**src/rtl/adc_seq_pkg.sv**
```systemverilog
package adc_seq_pkg;
  typedef enum logic [2:0] {
    ST_IDLE  = 3'd0,
    ST_PWRUP = 3'd1,
    ST_TRK   = 3'd2,
    ST_FIX   = 3'd3,
    ST_GO    = 3'd4,
    ST_CONV  = 3'd5
  } seq_state_e;

  typedef enum logic [1:0] {
    MD_RSVD = 2'b00,
    MD_POST = 2'b01,
    MD_PRE  = 2'b10,
    MD_DUAL = 2'b11
  } trk_mode_e;
endpackage

```
**src/rtl/adc_seq_cfg_reg.sv**
```systemverilog
module adc_seq_cfg_reg #(
  parameter int W = 8
) (
  input  logic         clk_i,
  input  logic         rst_ni,
  input  logic         we_i,
  input  logic [W-1:0] wdata_i,
  output logic [W-1:0] q_o
);
  always_ff @(posedge clk_i or negedge rst_ni) begin
    if (!rst_ni)   q_o <= '1;
    else if (we_i) q_o <= wdata_i;
  end
endmodule

```
**src/rtl/adc_seq_cnt.sv**
```systemverilog
module adc_seq_cnt #(
  parameter int CNT_W = 5
) (
  input  logic             clk_i,
  input  logic             rst_ni,
  input  logic             load_i,
  input  logic [CNT_W-1:0] load_val_i,
  input  logic             dec_i,
  output logic             last_o
);
  logic [CNT_W-1:0] cnt_q;

  always_ff @(posedge clk_i or negedge rst_ni) begin
    if (!rst_ni)                     cnt_q <= '0;
    else if (load_i)                 cnt_q <= load_val_i;
    else if (dec_i && cnt_q != '0)   cnt_q <= cnt_q - CNT_W'(1);
  end

  assign last_o = (cnt_q == CNT_W'(1));
endmodule

```
**src/rtl/adc_seq_fsm.sv**
```systemverilog
module adc_seq_fsm
  import adc_seq_pkg::*;
#(
  parameter int PWR_W   = 4,
  parameter int TK_W    = 2,
  parameter int CNT_W   = 5,
  parameter int FIX_CYC = 2
) (
  input  logic             clk_i,
  input  logic             rst_ni,
  input  logic             start_i,
  input  logic             en_i,
  input  logic             burst_i,
  input  logic [PWR_W-1:0] pwr_code_i,
  input  logic [1:0]       mode_i,
  input  logic [TK_W-1:0]  tk_i,
  input  logic             sar_tick_i,
  input  logic             tb_tick_i,
  input  logic             done_i,
  input  logic             cnt_last_i,
  output logic             cnt_load_o,
  output logic [CNT_W-1:0] cnt_val_o,
  output logic             cnt_dec_o,
  output logic             busy_o,
  output logic             win_o,
  output logic             go_o
);
  seq_state_e state_q, state_d;
  logic            pre_q;
  logic [TK_W-1:0] tk_q;
  logic            accept;
  logic            pre_now;

  assign pre_now = (mode_i == MD_PRE);
  assign accept  = (state_q == ST_IDLE) && start_i && (en_i || burst_i);

  // capture the sequence settings at the accepted start
  always_ff @(posedge clk_i or negedge rst_ni) begin
    if (!rst_ni) begin
      state_q <= ST_IDLE;
      pre_q   <= 1'b0;
      tk_q    <= '0;
    end else begin
      state_q <= state_d;
      if (accept) begin
        pre_q <= pre_now;
        tk_q  <= tk_i;
      end
    end
  end

  always_comb begin
    state_d    = state_q;
    cnt_load_o = 1'b0;
    cnt_val_o  = '0;
    cnt_dec_o  = 1'b0;
    unique case (state_q)
      ST_IDLE: if (accept) begin
        if (burst_i && !en_i) begin
          state_d    = ST_PWRUP;
          cnt_load_o = 1'b1;
          cnt_val_o  = CNT_W'(pwr_code_i) + CNT_W'(1);
        end else if (pre_now) begin
          state_d = ST_GO;
        end else begin
          state_d    = ST_TRK;
          cnt_load_o = 1'b1;
          cnt_val_o  = CNT_W'(2) << tk_i;
        end
      end
      ST_PWRUP: begin
        cnt_dec_o = tb_tick_i;
        if (tb_tick_i && cnt_last_i) begin
          if (pre_q) state_d = ST_GO;
          else begin
            state_d    = ST_TRK;
            cnt_load_o = 1'b1;
            cnt_val_o  = CNT_W'(2) << tk_q;
          end
        end
      end
      ST_TRK: begin
        cnt_dec_o = sar_tick_i;
        if (sar_tick_i && cnt_last_i) begin
          state_d    = ST_FIX;
          cnt_load_o = 1'b1;
          cnt_val_o  = CNT_W'(FIX_CYC);
        end
      end
      ST_FIX: begin
        cnt_dec_o = 1'b1;
        if (cnt_last_i) state_d = ST_GO;
      end
      ST_GO:   state_d = ST_CONV;
      ST_CONV: if (done_i) state_d = ST_IDLE;
      default: state_d = ST_IDLE;
    endcase
  end

  assign busy_o = (state_q != ST_IDLE);
  assign win_o  = (state_q == ST_TRK) || (state_q == ST_FIX);
  assign go_o   = (state_q == ST_GO);
endmodule

```
**src/rtl/adc_burst_seq.sv**
```systemverilog
module adc_burst_seq
  import adc_seq_pkg::*;
#(
  parameter int PWR_W   = 4,
  parameter int TK_W    = 2,
  parameter int FIX_CYC = 2,
  localparam int CTRL_W = PWR_W + 2 + TK_W
) (
  input  logic              clk_i,
  input  logic              rst_ni,
  input  logic              en_i,
  input  logic              burst_i,
  input  logic              ctrl_we_i,
  input  logic [CTRL_W-1:0] ctrl_wdata_i,
  output logic [CTRL_W-1:0] ctrl_o,
  input  logic              start_i,
  input  logic              sar_tick_i,
  input  logic              tb_tick_i,
  input  logic              done_i,
  output logic              pwr_o,
  output logic              track_o,
  output logic              conv_go_o
);
  localparam int TRK_MAX = 2 << ((1 << TK_W) - 1);
  localparam int PWR_MAX = 1 << PWR_W;
  localparam int MAX_A   = (TRK_MAX > PWR_MAX) ? TRK_MAX : PWR_MAX;
  localparam int MAX_V   = (MAX_A > FIX_CYC) ? MAX_A : FIX_CYC;
  localparam int CNT_W   = $clog2(MAX_V + 1);

  logic [CTRL_W-1:0] ctrl_q;
  logic [PWR_W-1:0]  pwr_code;
  logic [1:0]        mode;
  logic [TK_W-1:0]   tk;
  logic              cnt_load, cnt_dec, cnt_last;
  logic [CNT_W-1:0]  cnt_val;
  logic              busy, win, go;
  logic              idle_trk;

  adc_seq_cfg_reg #(.W(CTRL_W)) i_cfg (
    .clk_i   (clk_i),
    .rst_ni  (rst_ni),
    .we_i    (ctrl_we_i),
    .wdata_i (ctrl_wdata_i),
    .q_o     (ctrl_q)
  );

  assign pwr_code = ctrl_q[CTRL_W-1 -: PWR_W];
  assign mode     = ctrl_q[TK_W +: 2];
  assign tk       = ctrl_q[TK_W-1:0];

  adc_seq_cnt #(.CNT_W(CNT_W)) i_cnt (
    .clk_i      (clk_i),
    .rst_ni     (rst_ni),
    .load_i     (cnt_load),
    .load_val_i (cnt_val),
    .dec_i      (cnt_dec),
    .last_o     (cnt_last)
  );

  adc_seq_fsm #(
    .PWR_W   (PWR_W),
    .TK_W    (TK_W),
    .CNT_W   (CNT_W),
    .FIX_CYC (FIX_CYC)
  ) i_fsm (
    .clk_i      (clk_i),
    .rst_ni     (rst_ni),
    .start_i    (start_i),
    .en_i       (en_i),
    .burst_i    (burst_i),
    .pwr_code_i (pwr_code),
    .mode_i     (mode),
    .tk_i       (tk),
    .sar_tick_i (sar_tick_i),
    .tb_tick_i  (tb_tick_i),
    .done_i     (done_i),
    .cnt_last_i (cnt_last),
    .cnt_load_o (cnt_load),
    .cnt_val_o  (cnt_val),
    .cnt_dec_o  (cnt_dec),
    .busy_o     (busy),
    .win_o      (win),
    .go_o       (go)
  );

  // idle sampling in pre and dual modes only
  assign idle_trk  = !busy && ((mode == MD_PRE) || (mode == MD_DUAL));
  assign pwr_o     = burst_i ? (en_i || busy) : en_i;
  assign track_o   = pwr_o && (idle_trk || win);
  assign conv_go_o = go;
  assign ctrl_o    = ctrl_q;
endmodule

```
**config.mk**
```make
export PLATFORM = sky130hd
export DESIGN_NAME = adc_burst_seq
export DESIGN_NICKNAME = d
export VERILOG_FILES = /design/src/rtl/adc_seq_pkg.sv /design/src/rtl/adc_seq_cfg_reg.sv /design/src/rtl/adc_seq_cnt.sv /design/src/rtl/adc_seq_fsm.sv /design/src/rtl/adc_burst_seq.sv
export SDC_FILE = /design/constraint.sdc
export NUM_CORES = 1
export LEC_CHECK = 0
export ABC_AREA = 0
export BUFFER_PORTS_ARGS = -buffer_cell sky130_fd_sc_hd__clkbuf_2
export CORE_AREA = 2 2 66 68
export CTS_CLUSTER_DIAMETER = 100
export DETAILED_ROUTE_END_ITERATION = 8
export DIE_AREA = 0 0 68 70
export MAX_ROUTING_LAYER = met4
export SLEW_MARGIN = 20
export SYNTH_ARGS = -nofsm -noshare
export SYNTH_HDL_FRONTEND = slang
export SYNTH_HIERARCHICAL = 1
export SYNTH_SLANG_ARGS = --single-unit
```
**constraint.sdc**
```tcl
create_clock -name clk_i -period 3.4 [get_ports clk_i]
set_input_delay 0.17 -clock clk_i [delete_from_list [all_inputs] [get_ports clk_i]]
set_output_delay 0.17 -clock clk_i [all_outputs]
set_load 0.005 [all_outputs]
```
# Word level (Yosys, flattened, before mapping)
# Index checks and enable logic that the tools add are counted.
[totals]
regBits = 19
in_bits = 17
elab_cells = 69
[op_classes]
n_addsub = 2
n_eq_ne = 13
shift = 2
n_mux = 27
n_reduce_logical = 20
[op_table]
columns = ["operator", "count"]
rows = [
  ["5-bit 2-to-1 mux", 7],
  ["3-bit 2-to-1 mux", 8],
  ["3-bit one-hot mux with 6 select lines", 1],
  ["5-bit one-hot mux with 3 select lines", 1],
  ["2-bit by 2-bit << shifter with 5-bit output, first input constant", 2],
  ["1-bit logical AND", 8],
  ["2-bit by 1-bit != test with 1-bit output, second input constant", 4],
  ["1-bit 2-to-1 mux", 7],
  ["3-bit by 2-bit equality test with 1-bit output, second input constant", 2],
  ["3-bit equality test, second input constant", 2],
  ["1-bit one-hot mux with 3 select lines", 2],
  ["4-bit by 1-bit adder with 5-bit output, second input constant", 1],
  ["5-bit by 1-bit equality test with 1-bit output, second input constant", 1],
  ["1-bit logical OR", 5],
  ["5-bit AND reduction", 1],
  ["5-bit nonzero test", 1],
  ["5-bit by 1-bit subtractor with 5-bit output, second input constant", 1],
  ["2-bit equality test, second input constant", 2],
  ["3-bit by 1-bit equality test with 1-bit output, second input constant", 1],
  ["3-bit logical NOT", 1],
  ["3-bit nonzero test", 1],
  ["1-bit logical NOT", 2],
  ["2-bit 2-to-1 mux", 1],
  ["2-bit != test, second input constant", 1],
  ["2-bit nonzero test", 1],
]

# Logic depth before layout (Yosys ltp)
[logic_depth]
depth_word = 6
mapped_depth = 10
depth_no_buf = 9

# Cells and area by module
# Netlist, hierarchy kept.
[modules_own_cells]
columns = ["module", "n_inst", "cells_each", "area_each_um2", "seq_area_each_um2"]
rows = [
  ["adc_seq_fsm", 1, 81, 650.6, 150.1],
  ["adc_seq_cfg_reg", 1, 17, 341.6, 210.2],
  ["adc_seq_cnt", 1, 35, 334.1, 125.1],
  ["adc_burst_seq", 1, 5, 27.5, 0.0],
]

# Least setup slack after synthesis
# Ideal clock, no wire load.
[synth_path]
kind = "flip-flop to flip-flop"
startpoint = "register i_cnt.cnt_q[1]"
endpoint = "register i_cnt.cnt_q[0]"
setup_ns = 0.146
arrival_ns = 2.505
required_time_ns = 3.254
path_slack_ns = 0.749
stages_incl_launch_ff = 11
synth_period_minus_slack_ns = 2.651
cell_sequence = "dfrtp_1 > inv_1 > ha_1 > nor4b_1 > nand3_1 > or4_1 > o311ai_0 > clkbuf_1 > nor3b_1 > mux2i_1 > o311ai_0"
[synth_via]
elab_chain_len = 5
word_cells_on_any_way = 12
cone_classes = "1 x eq/ne; 6 x mux; 5 x reduce/logical"
[synth_rtl]
columns = ["element", "line_no", "text"]
rows = [
  ["from (decl)", "adc_seq_cnt.sv:11", "logic [CNT_W-1:0] cnt_q;"],
  ["from (signal assigned)", "adc_seq_cnt.sv:15", "else if (load_i) cnt_q <= load_val_i;"],
  ["from (signal assigned)", "adc_seq_cnt.sv:16", "else if (dec_i && cnt_q != '0) cnt_q <= cnt_q - CNT_W'(1);"],
  ["5-bit by 1-bit equality test with 1-bit output *", "adc_seq_cnt.sv:19", "assign last_o = (cnt_q == CNT_W'(1));"],
  ["named net cnt_last", "adc_burst_seq.sv:34", "logic cnt_load, cnt_dec, cnt_last;"],
  ["1-bit logical AND (on tied branches)", "adc_seq_fsm.sv:84, adc_seq_fsm.sv:73", ""],
  ["1-bit 2-to-1 mux (on tied branches)", "adc_seq_fsm.sv:84, adc_seq_fsm.sv:73", ""],
  ["1-bit one-hot mux with 3 select lines *", "adc_seq_fsm.sv:57", "unique case (state_q)"],
  ["named net cnt_load", "adc_burst_seq.sv:34", ""],
  ["5-bit 2-to-1 mux or 2-bit nonzero test (tied branches)", "n/a", ""],
]
# The timed path passes the listed nets; every way through them passes the cells marked *.
# A chain may end at the register's enable or synchronous reset.

# Final worst setup path
[layout_path]
startpoint = "register i_cnt.cnt_q[1]"
endpoint = "register i_cnt.cnt_q[3]"
# The elaborated chain is that of the path after synthesis.

==> flow_summary.json <==
{
  "layout_common_cells": "clkbuf_2, nand2_1, dfrtp_1, nor2_1",
  "route.detailed.drc": 0,
  "synth_flop_cell": "dfrtp_1",
  "layout_commonest_cell": "clkbuf_2",
  "clockRootBuffer": "clkbuf_8",
  "crit_type": "reg2reg",
  "die_h_um": 70,
  "power_density_nw_per_um2": 629,
  "path_clk_slew_ns": 0.08,
  "holdCritPathClass": "in2reg",
  "synth_cells": 138,
  "fin_area_um2": 1580,
  "layout.nets": 185,
  "fmax_ghz": 0.413,
  "std_cell_rows": 24,
  "routed.top_layer": "met4",
  "wl_per_cell_um": 13.7,
  "peakVddDrop_mv": 0.266,
  "crit_required_ns": 3.55,
  "final_hold_viol_count": 0,
  "grt_pass1_vias": 1120,
  "io_buffers": 27,
  "vias": 1163,
  "seq_area_frac_synth": 0.359,
  "dp.final_hpwl_um": 2190,
  "fp.coreArea_um2": 4140,
  "wl_met3_um": 142,
  "cts_resized": 0,
  "firstDrtPassIters": 4,
  "slew_viol_final": 0,
  "synth.ff_latch_count": 19,
  "routed_wl_um": 2960,
  "finalSetupTns_ns": 0,
  "cts_inserted_buffers": 3,
  "avgSynthCellArea_um2": 9.81,
  "drive_gt1_frac": 0.335,
  "cts_buffer_depth": 2,
  "synth_edf_count": 0,
  "yosysWarnings": 6,
  "worst-endpoint-arrival_ns": 2.57,
  "syn-num-nets": 158,
  "skew_ns": 0.00637,
  "async_reset_ff_frac": 1.00,
  "n_antenna_cell": 0,
  "vias_per_cell": 5.38,
  "status": "completed",
  "slew_headroom": 0.532,
  "drtIter0Drc": 39,
  "setup_violations": 0,
  "die_w_um": 68,
  "clk_latency_ns": 0.26,
  "netlist_area_um2": 1350,
  "ant_nets": 0,
  "grt_first_pass_wirelength_um": 5150,
  "p_leak_nw": 0.681,
  "worst_pin_slew_ns": 0.700,
  "io_pins": 28,
  "fin_ws_ns": 0.979,
  "die_area_um2": 4760,
  "cts_tree": "yes",
  "final_util": 0.380,
  "syn2layout_area_growth_pct": 16.5,
  "rsz0062_at_grt": "no",
  "initial_core_util": 0.327,
  "grt_max_degree": 20,
  "total_power_w": 0.000991,
  "gp_congestion": 0.839,
  "period_share": 0.712,
  "path_max_fanout": 13,
  "min_period_ns": 2.42,
  "cts.sinks": 19,
  "wl_met2_um": 1470,
  "pre_cts_slack_ns": 1.00,
  "place_area_um2": 1520,
  "htreeDepth": 1,
  "synth_cell_type_count": 48,
  "drt-met1-wl_um": 1330,
  "grt-ovfl-total": 0,
  "track_usage": 0.140,
  "maxCapViolCount": 0,
  "startpoint_type": "register",
  "antenna_found_initial": 0,
  "worst_setup_path_end_kind": "register"
}
## registers in the layout, summed over array words and instances, names as in the netlist
name,cells
i_fsm/pre_q,1
i_cfg/q_o,8
i_cnt/cnt_q,5
i_fsm/state_q,3
i_fsm/tk_q,2
## area by class of cell
cell class                 count  area [um2]
sequential                    19         485
tap                           52        65.1
timing repair buffer          30         160
multi-input combinational    106         802
clock buffer                   4        45.0
fill                         436        2570
inverter                       5        18.8
## timing repair
action	CTS	global route
hold endpoints to repair	11	0
endpoints found under the setup margin	0	0
setup buffers	0	0
hold buffers	1	0
## metrics by stage
| stage | hold WS (ns) | instances |
|---|---|---|
| global route | 0.126 | 216 |
| finish | 0.139 | 216 |
| CTS | 0.132 | 216 |
| floorplan | -0.126 | 138 |
| global placement | 0.161 | 211 |
| detailed placement | 0.160 | 211 |
## metal layers
layer  vias to the layer above  track usage
met5                         -            -
met3                         2       0.0274
met4                         0       0.0356
met1                       560        0.188
li1                        566            -
met2                        35        0.216
## power by group
part           internal, W  total, W  switching (W)
combinational     0.000212  0.000403       0.000191
sequential        0.000300  0.000428       0.000129
clock            0.0000834  0.000160      0.0000764
total             0.000595  0.000991       0.000396
## cells in the mapped netlist (all sizes together), types with 3 or more instances
| cell type | instances | area (um2) |
|---|---|---|
| dfstp | 8 | 210 |
| ha | 3 | 37.5 |
| o21ai | 9 | 45.0 |
| clkbuf | 4 | 15.0 |
| buf | 4 | 32.5 |
| dfrtp | 11 | 275 |
| inv | 5 | 18.8 |
| nand3 | 5 | 25.0 |
| nand2 | 11 | 41.3 |
| a21oi | 7 | 35.0 |
| nor2b | 7 | 43.8 |
| nand2b | 5 | 38.8 |
| o311ai | 3 | 26.3 |
| mux2 | 11 | 154 |
| nor3 | 3 | 15.0 |
| nor2 | 10 | 45.0 |
| or4b | 3 | 37.5 |
## worst max-delay path, stage by stage, from the launching register on
cell      delay [ns]
dfrtp_1         0.40
inv_1           0.08
ha_1            0.13
nor4b_1         0.22
buf_4           0.18
nand3_1         0.10
or4_1           0.49
o311ai_1        0.10
buf_4           0.23
nor2b_1         0.06
a221o_1         0.31
## worst paths after layout
kind                                       startpoint                            to  slack [ns]  cells past startpoint
min in group asynchronous                      rst_ni  i_fsm/state_q[0]$_DFFE_PN0P_        0.40                      2
hold / removal                        ctrl_wdata_i[1]      i_cfg/q_o[1]$_DFFE_PN1P_        0.14                      2
setup reg to reg           i_cnt/cnt_q[1]$_DFFE_PN0P_    i_cnt/cnt_q[3]$_DFFE_PN0P_        0.98                     10
hold reg to reg            i_cnt/cnt_q[1]$_DFFE_PN0P_    i_cnt/cnt_q[1]$_DFFE_PN0P_        0.59                      2
max in group asynchronous                      rst_ni      i_cfg/q_o[4]$_DFFE_PN1P_        2.64                      2
setup / recovery           i_cnt/cnt_q[1]$_DFFE_PN0P_    i_cnt/cnt_q[3]$_DFFE_PN0P_        0.98                     10
## cells by family after synthesis
group | share of synthesized area
AOI/OAI and AO/OA | 0.189
xor gates and xnor gates | 0.0129
adders and majority gates | 0.0277
buffers and inverters | 0.0490
DFF | 0.359
muxes | 0.121
and+or+nand+nor | 0.241
Power figures use the tool's default switching activity.
